==> config.mk <==
export PLATFORM = sky130hd
export DESIGN_NAME = sdcmd_engine
export DESIGN_NICKNAME = d
export VERILOG_FILES = /design/src/rtl/sdcmd_pkg.sv /design/src/rtl/sdcmd_crc7.sv /design/src/rtl/sdcmd_status.sv /design/src/rtl/sdcmd_engine.sv
export SDC_FILE = /design/constraint.sdc
export NUM_CORES = 1
export LEC_CHECK = 0
export ABC_AREA = 1
export BUFFER_PORTS_ARGS = -buffer_cell sky130_fd_sc_hd__buf_2
export CAP_MARGIN = 10
export CORE_UTILIZATION = 26
export CTS_CLUSTER_SIZE = 20
export DETAILED_ROUTE_END_ITERATION = 12
export GPL_TIMING_DRIVEN = 0
export PLACE_DENSITY = 0.42
export SLEW_MARGIN = 20
export SYNTH_ARGS = -nofsm -noshare
export SYNTH_HDL_FRONTEND = slang
export SYNTH_SLANG_ARGS = --single-unit
==> constraint.sdc <==
create_clock -name clk -period 1.8 [get_ports clk]
set_clock_uncertainty 0.1 [all_clocks]
set_input_delay 0.36 -clock clk [delete_from_list [all_inputs] [get_ports clk]]
set_output_delay 0.36 -clock clk [all_outputs]
set_load 0.01 [all_outputs]
==> src/rtl/sdcmd_pkg.sv <==
`timescale 1ns/1ps
package sdcmd_pkg;
  typedef enum logic [2:0] {
    S_IDLE, S_PEND, S_TX, S_WAIT, S_RX, S_CHECK, S_BUSY
  } cmd_state_e;

  localparam int ST_W         = 5;
  localparam int ST_RESP_END  = 0;
  localparam int ST_CRC_FAIL  = 1;
  localparam int ST_TIMEOUT   = 2;
  localparam int ST_SENT      = 3;
  localparam int ST_PROG_DONE = 4;
endpackage

==> src/rtl/sdcmd_crc7.sv <==
`timescale 1ns/1ps
module sdcmd_crc7 #(
  parameter int W = 7,
  parameter logic [W-1:0] POLY = 7'h09
) (
  input  logic         clk,
  input  logic         rst,
  input  logic         clr,
  input  logic         en,
  input  logic         din,
  output logic [W-1:0] crc
);
  logic fb;
  assign fb = crc[W-1] ^ din;

  always_ff @(posedge clk) begin
    if (rst || clr) crc <= '0;
    else if (en)    crc <= {crc[W-2:0], 1'b0} ^ (fb ? POLY : '0);
  end
endmodule

==> src/rtl/sdcmd_status.sv <==
`timescale 1ns/1ps
module sdcmd_status #(
  parameter int W = 5
) (
  input  logic         clk,
  input  logic         rst,
  input  logic [W-1:0] set_v,
  input  logic         clr_stb,
  input  logic [W-1:0] clr_mask,
  output logic [W-1:0] q
);
  logic [W-1:0] clr_v;
  assign clr_v = clr_stb ? clr_mask : '0;

  // set has priority over a clear in the same cycle
  always_ff @(posedge clk) begin
    if (rst) q <= '0;
    else     q <= (q & ~clr_v) | set_v;
  end

  assert_sticky_R11: assert property (@(posedge clk) disable iff (rst)
    1'b1 |=> (($past(q) & ~$past(clr_v) & ~q) == '0));
  assert_capture_R11: assert property (@(posedge clk) disable iff (rst)
    1'b1 |=> (($past(set_v) & ~q) == '0));
endmodule

==> src/rtl/sdcmd_engine.sv <==
`timescale 1ns/1ps
module sdcmd_engine
  import sdcmd_pkg::*;
#(
  parameter int IDX_W    = 6,
  parameter int ARG_W    = 32,
  parameter int CRC_W    = 7,
  parameter int RESP_W   = 128,
  parameter int LONG_LEN = 136,
  parameter int TMO      = 64,
  parameter logic [CRC_W-1:0] POLY = 7'h09
) (
  input  logic              clk,
  input  logic              rst,
  input  logic              start,
  input  logic              flag_en,
  input  logic              flag_resp,
  input  logic              flag_long,
  input  logic              flag_pend,
  input  logic              flag_prog,
  input  logic [IDX_W-1:0]  cmd_idx,
  input  logic [ARG_W-1:0]  cmd_arg,
  input  logic              pend_in,
  input  logic              cmd_i,
  input  logic              dat0_i,
  input  logic              clr_stb,
  input  logic [ST_W-1:0]   clr_mask,
  output logic              cmd_o,
  output logic              cmd_oe,
  output logic              cmd_active,
  output logic [RESP_W-1:0] resp_o,
  output logic [IDX_W-1:0]  resp_idx,
  output logic [ST_W-1:0]   status
);
  localparam int PAY_LEN   = 2 + IDX_W + ARG_W;
  localparam int CMD_LEN   = PAY_LEN + CRC_W + 1;
  localparam int SHORT_LEN = CMD_LEN;
  localparam int CNT_W     = $clog2(LONG_LEN + 1);
  localparam int TMO_W     = $clog2(TMO + 1);
  localparam int CS_W      = $clog2(CRC_W);
  localparam logic [CNT_W-1:0] C_PAY        = CNT_W'(PAY_LEN);
  localparam logic [CNT_W-1:0] C_CRC_END    = CNT_W'(PAY_LEN + CRC_W);
  localparam logic [CNT_W-1:0] C_CMD_LAST   = CNT_W'(CMD_LEN - 1);
  localparam logic [CNT_W-1:0] C_SHORT_LAST = CNT_W'(SHORT_LEN - 1);
  localparam logic [CNT_W-1:0] C_LONG_LAST  = CNT_W'(LONG_LEN - 1);
  localparam logic [CNT_W-1:0] C_LCRC_LO    = CNT_W'(LONG_LEN - RESP_W);
  localparam logic [CNT_W-1:0] C_LCRC_HI    = CNT_W'(LONG_LEN - CRC_W - 1);
  localparam logic [TMO_W-1:0] T_LAST       = TMO_W'(TMO - 1);

  cmd_state_e           state;
  logic                 l_resp, l_long, l_prog;
  logic [PAY_LEN-1:0]   tx_sh;
  logic [LONG_LEN-1:0]  rx_sh;
  logic [CNT_W-1:0]     bcnt;
  logic [TMO_W-1:0]     tmr;
  logic [CRC_W-1:0]     tx_crc, rx_crc;
  logic [CS_W-1:0]      crc_sel;
  logic                 tx_bit, rx_en, crc_ok;
  logic [CNT_W-1:0]     rx_last;
  logic [ST_W-1:0]      set_v;

  // serial CRC generators: one for the outgoing frame, one for the reply
  sdcmd_crc7 #(.W(CRC_W), .POLY(POLY)) u_tx_crc (
    .clk(clk), .rst(rst), .clr(state == S_IDLE || state == S_PEND),
    .en(state == S_TX && bcnt < C_PAY), .din(tx_sh[PAY_LEN-1]), .crc(tx_crc));

  sdcmd_crc7 #(.W(CRC_W), .POLY(POLY)) u_rx_crc (
    .clk(clk), .rst(rst), .clr(state == S_WAIT),
    .en(rx_en), .din(cmd_i), .crc(rx_crc));

  always_comb begin
    crc_sel = CS_W'(C_CRC_END - CNT_W'(1) - bcnt);
    if (bcnt < C_PAY)          tx_bit = tx_sh[PAY_LEN-1];
    else if (bcnt < C_CRC_END) tx_bit = tx_crc[crc_sel];
    else                       tx_bit = 1'b1;
  end

  assign rx_en   = (state == S_RX) &&
                   (l_long ? (bcnt >= C_LCRC_LO && bcnt < C_LCRC_HI) : (bcnt < C_PAY));
  assign rx_last = l_long ? C_LONG_LAST : C_SHORT_LAST;
  assign crc_ok  = (rx_crc == rx_sh[CRC_W:1]) && rx_sh[0];

  always_comb begin
    set_v = '0;
    set_v[ST_SENT]      = (state == S_TX) && (bcnt == C_CMD_LAST) && !l_resp;
    set_v[ST_TIMEOUT]   = (state == S_WAIT) && cmd_i && (tmr == T_LAST);
    set_v[ST_RESP_END]  = (state == S_CHECK) && crc_ok;
    set_v[ST_CRC_FAIL]  = (state == S_CHECK) && !crc_ok;
    set_v[ST_PROG_DONE] = (state == S_BUSY) && dat0_i;
  end

  always_ff @(posedge clk) begin
    if (rst) begin
      state    <= S_IDLE;
      l_resp   <= 1'b0;
      l_long   <= 1'b0;
      l_prog   <= 1'b0;
      tx_sh    <= '0;
      rx_sh    <= '0;
      bcnt     <= '0;
      tmr      <= '0;
      cmd_o    <= 1'b1;
      cmd_oe   <= 1'b0;
      resp_o   <= '0;
      resp_idx <= '0;
    end else begin
      cmd_oe <= (state == S_TX);
      cmd_o  <= (state == S_TX) ? tx_bit : 1'b1;
      case (state)
        S_IDLE: if (start && flag_en) begin
          l_resp <= flag_resp;
          l_long <= flag_long;
          l_prog <= flag_prog;
          tx_sh  <= {2'b01, cmd_idx, cmd_arg};
          bcnt   <= '0;
          state  <= flag_pend ? S_PEND : S_TX;
        end
        S_PEND: if (pend_in) state <= S_TX;
        S_TX: begin
          if (bcnt < C_PAY) tx_sh <= {tx_sh[PAY_LEN-2:0], 1'b0};
          if (bcnt == C_CMD_LAST) begin
            bcnt  <= '0;
            tmr   <= '0;
            state <= l_resp ? S_WAIT : (l_prog ? S_BUSY : S_IDLE);
          end else begin
            bcnt <= bcnt + CNT_W'(1);
          end
        end
        S_WAIT: begin
          if (!cmd_i) begin
            rx_sh <= '0;
            bcnt  <= CNT_W'(1);
            state <= S_RX;
          end else if (tmr == T_LAST) begin
            state <= S_IDLE;
          end else begin
            tmr <= tmr + TMO_W'(1);
          end
        end
        S_RX: begin
          rx_sh <= {rx_sh[LONG_LEN-2:0], cmd_i};
          bcnt  <= bcnt + CNT_W'(1);
          if (bcnt == rx_last) state <= S_CHECK;
        end
        S_CHECK: begin
          if (l_long) begin
            resp_o   <= rx_sh[RESP_W-1:0];
            resp_idx <= rx_sh[LONG_LEN-3 -: IDX_W];
          end else begin
            resp_o   <= RESP_W'(rx_sh[PAY_LEN-1 -: ARG_W]);
            resp_idx <= rx_sh[SHORT_LEN-3 -: IDX_W];
          end
          state <= (crc_ok && l_prog) ? S_BUSY : S_IDLE;
        end
        S_BUSY: if (dat0_i) state <= S_IDLE;
        default: state <= S_IDLE;
      endcase
    end
  end

  assign cmd_active = (state != S_IDLE);

  sdcmd_status #(.W(ST_W)) u_status (
    .clk(clk), .rst(rst), .set_v(set_v), .clr_stb(clr_stb),
    .clr_mask(clr_mask), .q(status));

  assert_en_gate_R1: assert property (@(posedge clk) disable iff (rst)
    (state == S_IDLE && start && !flag_en) |=> (state == S_IDLE));
  assert_pend_hold_R4: assert property (@(posedge clk) disable iff (rst)
    (state == S_PEND && !pend_in) |=> (state == S_PEND && !cmd_oe));
  assert_tmr_bound_R8: assert property (@(posedge clk) disable iff (rst)
    (state == S_WAIT) |-> (tmr < TMO_W'(TMO)));
  assert_one_event_R3: assert property (@(posedge clk) disable iff (rst)
    $onehot0(set_v));
  assert_busy_hold_R9: assert property (@(posedge clk) disable iff (rst)
    (state == S_BUSY && !dat0_i) |=> cmd_active);
endmodule

; Word level (Yosys, flattened, before mapping)
; Index checks and enable logic that the tools add are counted.
[word_totals]
mem_bits_rw = 0
inputBits = 55
n_memories = 0
rom_bits = 0
output_inout_bits = 142
regBits = 350
latch_bits = 0
[classes]
shifts = 0
reduce_logical = 31
div = 0
n_lt_le_gt_ge = 5
bitwise = 8
n_addsub = 3
n_mul = 0
muxes = 36
eq_ne = 20
[op_table]
columns = op, count
row1 = 134-bit one-hot mux with 2 select lines, 1
row2 = 134-bit two-way mux, 1
row3 = 128-bit two-way mux, 1
row4 = 40-bit two-way mux, 2
row5 = 40-bit one-hot mux with 2 select lines, 1
row6 = 8-bit two-way mux, 4
row7 = 8-bit one-hot mux with 4 select lines, 1
row8 = 3-bit two-way mux, 10
row9 = 7-bit two-way mux, 3
row10 = 3-bit one-hot mux with 7 select lines, 1
row11 = 8-bit by 6-bit less-than comparator with 1-bit output (second input constant), 2
row12 = 7-bit one-hot mux with 2 select lines, 1
row13 = 7-bit bitwise XOR, 2
row14 = 1-bit logical AND, 13
row15 = 2-bit != test (second input constant), 6
row16 = 3-bit == test (second input constant), 3
row17 = 8-bit by 1-bit adder with 8-bit output (second input constant), 1
row18 = 8-bit by 6-bit == test with 1-bit output (second input constant), 1
row19 = 8-bit == test, 1
row20 = 8-bit by 4-bit >= comparator with 1-bit output (second input constant), 1
row21 = 8-bit less-than comparator (second input constant), 1
row22 = 4-bit two-way mux, 2
row23 = 7-bit by 1-bit adder with 7-bit output (second input constant), 1
row24 = 7-bit by 6-bit == test with 1-bit output (second input constant), 1
row25 = 28 further kinds, 42

; Logic depth before layout (Yosys ltp)
[logic_depth]
ltp_word = 5
ltp_mapped = 13
depth_no_buf = 13

; Hierarchy
; From an unflattened synthesis, not the netlist that was laid out.
[unflattened]
cells_unflattened = 1955
hier_area_um2 = 14227.4
[by_module_without_submodules]
columns = mod, cells_each, n_inst, seq_area_each_um2, area_per_inst_um2
row1 = sdcmd_engine, 1848, 1, 6626.4, 13440.4
row2 = sdcmd_crc7, 41, 2, 140.1, 302.8
row3 = sdcmd_status, 25, 1, 100.1, 181.4

; Worst setup path after synthesis
; No wires, ideal clock.
[synth_path]
path_kind = reg-to-reg
from = reg tmr[0]
to = reg tmr[2]
path_slack_ns = 0.144
arrival_time_ns = 1.434
n_path_buf = 0
setup_ns = 0.122
required_time_ns = 1.578
stages_incl_launch_ff = 13
period_less_slack_ns = 1.656
cell_sequence = dfxtp_1 -> ha_1 -> nand2_1 -> nor2_1 -> inv_1 -> o21ai_1 -> nand2_1 -> nand2_2 -> inv_2 -> nand2_1 -> nand2_1 -> nand2_1 -> nor2_1
[synth_via]
elab_chain_len = 4
elab_cells_between_ends = 7
cone_classes = add/sub: 1 / eq/ne: 2 / mux: 3 / reduce/logical: 1
[synth_rtl]
columns = item, line_no
row1 = from (decl), sdcmd_engine.sv:55  ; logic [TMO_W-1:0] tmr;
row2 = from (signal assigned), sdcmd_engine.sv:137  ; tmr <= tmr + TMO_W'(1);
row3 = 7-bit by 1-bit adder with 7-bit output, sdcmd_engine.sv:137
row4 = 7-bit two-way mux, sdcmd_engine.sv:134  ; end else if (tmr == T_LAST) begin
row5 = 7-bit two-way mux, sdcmd_engine.sv:130  ; if (!cmd_i) begin
row6 = 7-bit one-hot mux with 2 select lines, sdcmd_engine.sv:109  ; case (state)
; Parallel ways exist; a longest one is shown, timed or not. The select of a mux whose other input is x is not followed.
; A chain may end at the register's enable or synchronous reset.

; Worst setup path in the final report
[layout_path]
from = reg state[1]
to = out cmd_active
[layout_via]
elab_chain_len = 1
[layout_rtl]
columns = item, line_no
row1 = from (decl), sdcmd_engine.sv:50  ; cmd_state_e state;
row2 = from (signal assigned), sdcmd_engine.sv:116  ; state <= flag_pend ? S_PEND : S_TX;
row3 = from (signal assigned), sdcmd_engine.sv:124  ; state <= l_resp ? S_WAIT : (l_prog ? S_BUSY : S_IDLE);
row4 = from (signal assigned), sdcmd_engine.sv:153  ; state <= (crc_ok && l_prog) ? S_BUSY : S_IDLE;
row5 = 3-bit nonzero test, sdcmd_engine.sv:161  ; assign cmd_active = (state != S_IDLE);
row6 = to (decl), sdcmd_engine.sv:30  ; output logic cmd_active,
; Every way passes these cells.

==> summary.md <==
| Metric | Value |
|---|---|
| Share of layout cells above drive strength 1 | `19.10%` |
| Fill cells | `5590` |
| Placement Rows | `83` |
| Startpoint Class | `flip-flop` |
| Peak Freq | `557.1 MHz` |
| Nets | `2161` |
| Worst EP required | `1340 ps` |
| Mapped Cells | `1808` |
| Sequential area share after synthesis | `51.09%` |
| Clk slew on worst S/H paths | `around 50 ps` |
| Min cycle time layout | `1795 ps` |
| Port Buffers | `196` |
| Via Count | `13410` |
| Area grow syn2layout | `28.93%` |
| Total Wirelength | `46.80 mm` |
| Initial cell density of the core | `between 20% and 30%` |
| RSZ-0062 raised after global routing | `true` |
| # setup viols final | `0` |
| Die H | `about 230 um` |
| Synth Area per Inst | `7.585 um2` |
| Die Wd | `231.7 um` |
| Final WS setup | `4.859 ps` |
| Number of global-route vias before repair | `13050` |
| Post-synth EDFFs | `0` |
| Vias per std cell | `4.769` |
| Ports | `about 200` |
| CTS tree | `yes` |
| Ys Warns | `0` |
| Max Cap Viol | `0` |
| Largest net degree at the start of global routing | `12` |
| Detail Route Antenna Nets | `0` |
| Hold Path Class | `in2reg` |
| TritonCTS Buffers | `42` |
| Detailed Route Iter0 Violations | `899` |
| Area of the core | `51720 um2` |
| Syn nets | `1866` |
| Relative slew slack | `a little over a third` |
| Router iterations before antenna repair | `5` |
| Wire length per cell | `16.64 um` |
| Count of cell types in the netlist | `35` |
| Max-slew violations | `0` |
| Antenna violations before repair | `1` |
| Most common cell after layout, fill and taps aside | `nand2_1` |
| Num Clock Sinks | `350` |
| Global-route wire length before repair | `around 73 mm` |
| Crit path arrival time | `1340 ps` |
| Final Hold Fails | `0` |
| Critical path peak fanout | `6` |
| Dpl cell area | `approximately 16000 um2` |
| H-tree level count | `2` |
| CTS Buffer Depth | `3` |
| Async set-or-reset flop fraction in the synthesized netlist | `0%` |
| Period utilization | `99.73%` |
| Clk Latency, worst-skew pair | `560 ps` |
| Clk root buf | `clkbuf_16` |
| Power per cell area | `1043 nW/um2` |
| Peak supply drop | `between 0.5 and 0.6 mV` |
| Detail Placement HPWL | `approximately 33 mm` |
| Worst setup EP type | `output pin` |
| DIE AREA | `53670 um2` |
| Status | `complete, no violations` |
| Final Cell Area | `17680 um2` |
| Worst-margin pin slew | `971.8 ps` |
| Seq cells post-synth | `350` |
| Final Util | `roughly a third` |
| Post-synth top flop | `dfxtp_1` |
| Most frequent cells in the layout | `nand2_1 (473), dfxtp_1 (343), a21oi_1 (269)` |
| P_leak | `6.596 nW` |
| Pre-CTS WS | `-852.0 ps` |
| Synthesized area | `about 14000 um2` |
| GRT Overall Usage | `17.28%` |
| DRC errors left | `0` |
| Tot Pwr | `18.45 mW` |
| Crit Path Category | `reg2out` |
| Final setup TNS | `0 ps` |
| Overflow after GRT | `0` |
| Global placer's final weighted congestion | `0.7996` |
-- repair_timing --
item                                   4_1_cts  5_1_grt
cloned                                       1        0
hold buffers                                44        0
pin swaps                                    3        9
setup endpoints to repair                  332      300
endpoints found under the hold margin       43        0
gates resized for setup                     67       82
buffers inserted                             8        4
-- worst max-delay path, stage by stage (launching register included) --
cell	delay, ps
dfxtp_2	310
buf_6	130
nor2_4	130
nand2_2	90
buf_6	120
-- final timing paths --
kind,startpoint,to,slack [ps],depth (start not counted)
worst max register to register,state[1]$_SDFFE_PP0P_,tx_sh[8]$_SDFFE_PP0P_,80,7
worst min-delay path,flag_resp,l_resp$_SDFFE_PP0P_,20,3
worst max-delay path,state[1]$_SDFFE_PP0P_,cmd_active,5,4
worst min register to register,resp_o[110]$_SDFFE_PP0P_,resp_o[110]$_SDFFE_PP0P_,360,2
-- Yosys cell counts, types with 2 or more instances --
cell type | count | area share, %
buf_1 | 7 | 0.19
xor2_1 | 4 | 0.26
nor2_1 | 41 | 1.1
o21ai_1 | 5 | 0.18
clkbuf_1 | 72 | 2.0
nand4_1 | 2 | 0.091
dfxtp_1 | 350 | 51
nor3_1 | 5 | 0.18
nor3b_1 | 2 | 0.11
buf_4 | 8 | 0.44
buf_2 | 60 | 2.2
nand2_1 | 478 | 13
o211ai_1 | 2 | 0.11
a211oi_1 | 2 | 0.11
a21oi_1 | 269 | 9.8
nand3_2 | 2 | 0.15
nand2_2 | 3 | 0.14
nand3_1 | 250 | 9.1
ha_1 | 3 | 0.27
a31oi_1 | 76 | 3.5
o21ai_0 | 98 | 3.6
inv_2 | 8 | 0.22
inv_1 | 49 | 1.3
-- registers in the layout, indices dropped and copies added, names as in the netlist --
register / count
tmr: 7
bcnt: 8
cmd_oe: 1
l_resp: 1
l_long: 1
rx_sh: 134
u_tx_crc.crc: 7
resp_o: 128
l_prog: 1
resp_idx: 6
cmd_o: 1
u_rx_crc.crc: 7
state: 3
u_status.q: 5
tx_sh: 40
-- kinds of logic after synthesis --
family          after synthesis  share of synthesized area [%]
compound gates              456                          17.49
simple gates                790                          24.48
buf+inv                     204                          6.350
xor+xnor                      5                         0.3193
flops                       350                          51.09
fa+ha+maj                     3                         0.2737
-- per-layer routing --
metal / track usage [%] / share of wire [%]
met1: 23.08 / 47
met2: 27.87 / 46
met3: 3.568 / 5.0
met4: 5.140 / 2.6
met5: 0 / 0
-- metrics by stage --
stage,instances,hold slack (ps)
floorplan,1808,339.6
global route,2812,22.71
finish,2812,24.64
CTS,2808,1.486
global placement,2684,349.8
detailed placement,2684,351.7
-- cell type report --
| type | count | area, um2 | share of cell area [%] |
|---|---|---|---|
| Tap cell | 680 | 850.8 | 4.812 |
| Multi-Input combinational cell | 1255 | 5997 | 33.92 |
| Sequential cell | 350 | 7023 | 39.72 |
| Buffer | 145 | 812.0 | 4.592 |
| Timing Repair Buffer | 252 | 1530 | 8.654 |
| Antenna cell | 1 | 2.502 | 0.01415 |
| Clock inverter | 5 | 28.78 | 0.1628 |
| Clock buffer | 67 | 1206 | 6.821 |
| Inverter | 57 | 231.5 | 1.309 |
-- power breakdown --
part	switching [mW]	leakage, nW	total (mW)	internal [mW]
sequential	0.186	2.83	8.27	8.08
combinational	1.58	3.16	2.39	0.813
clock	3.23	0.602	7.79	4.56
Power figures use the tool's default switching activity.
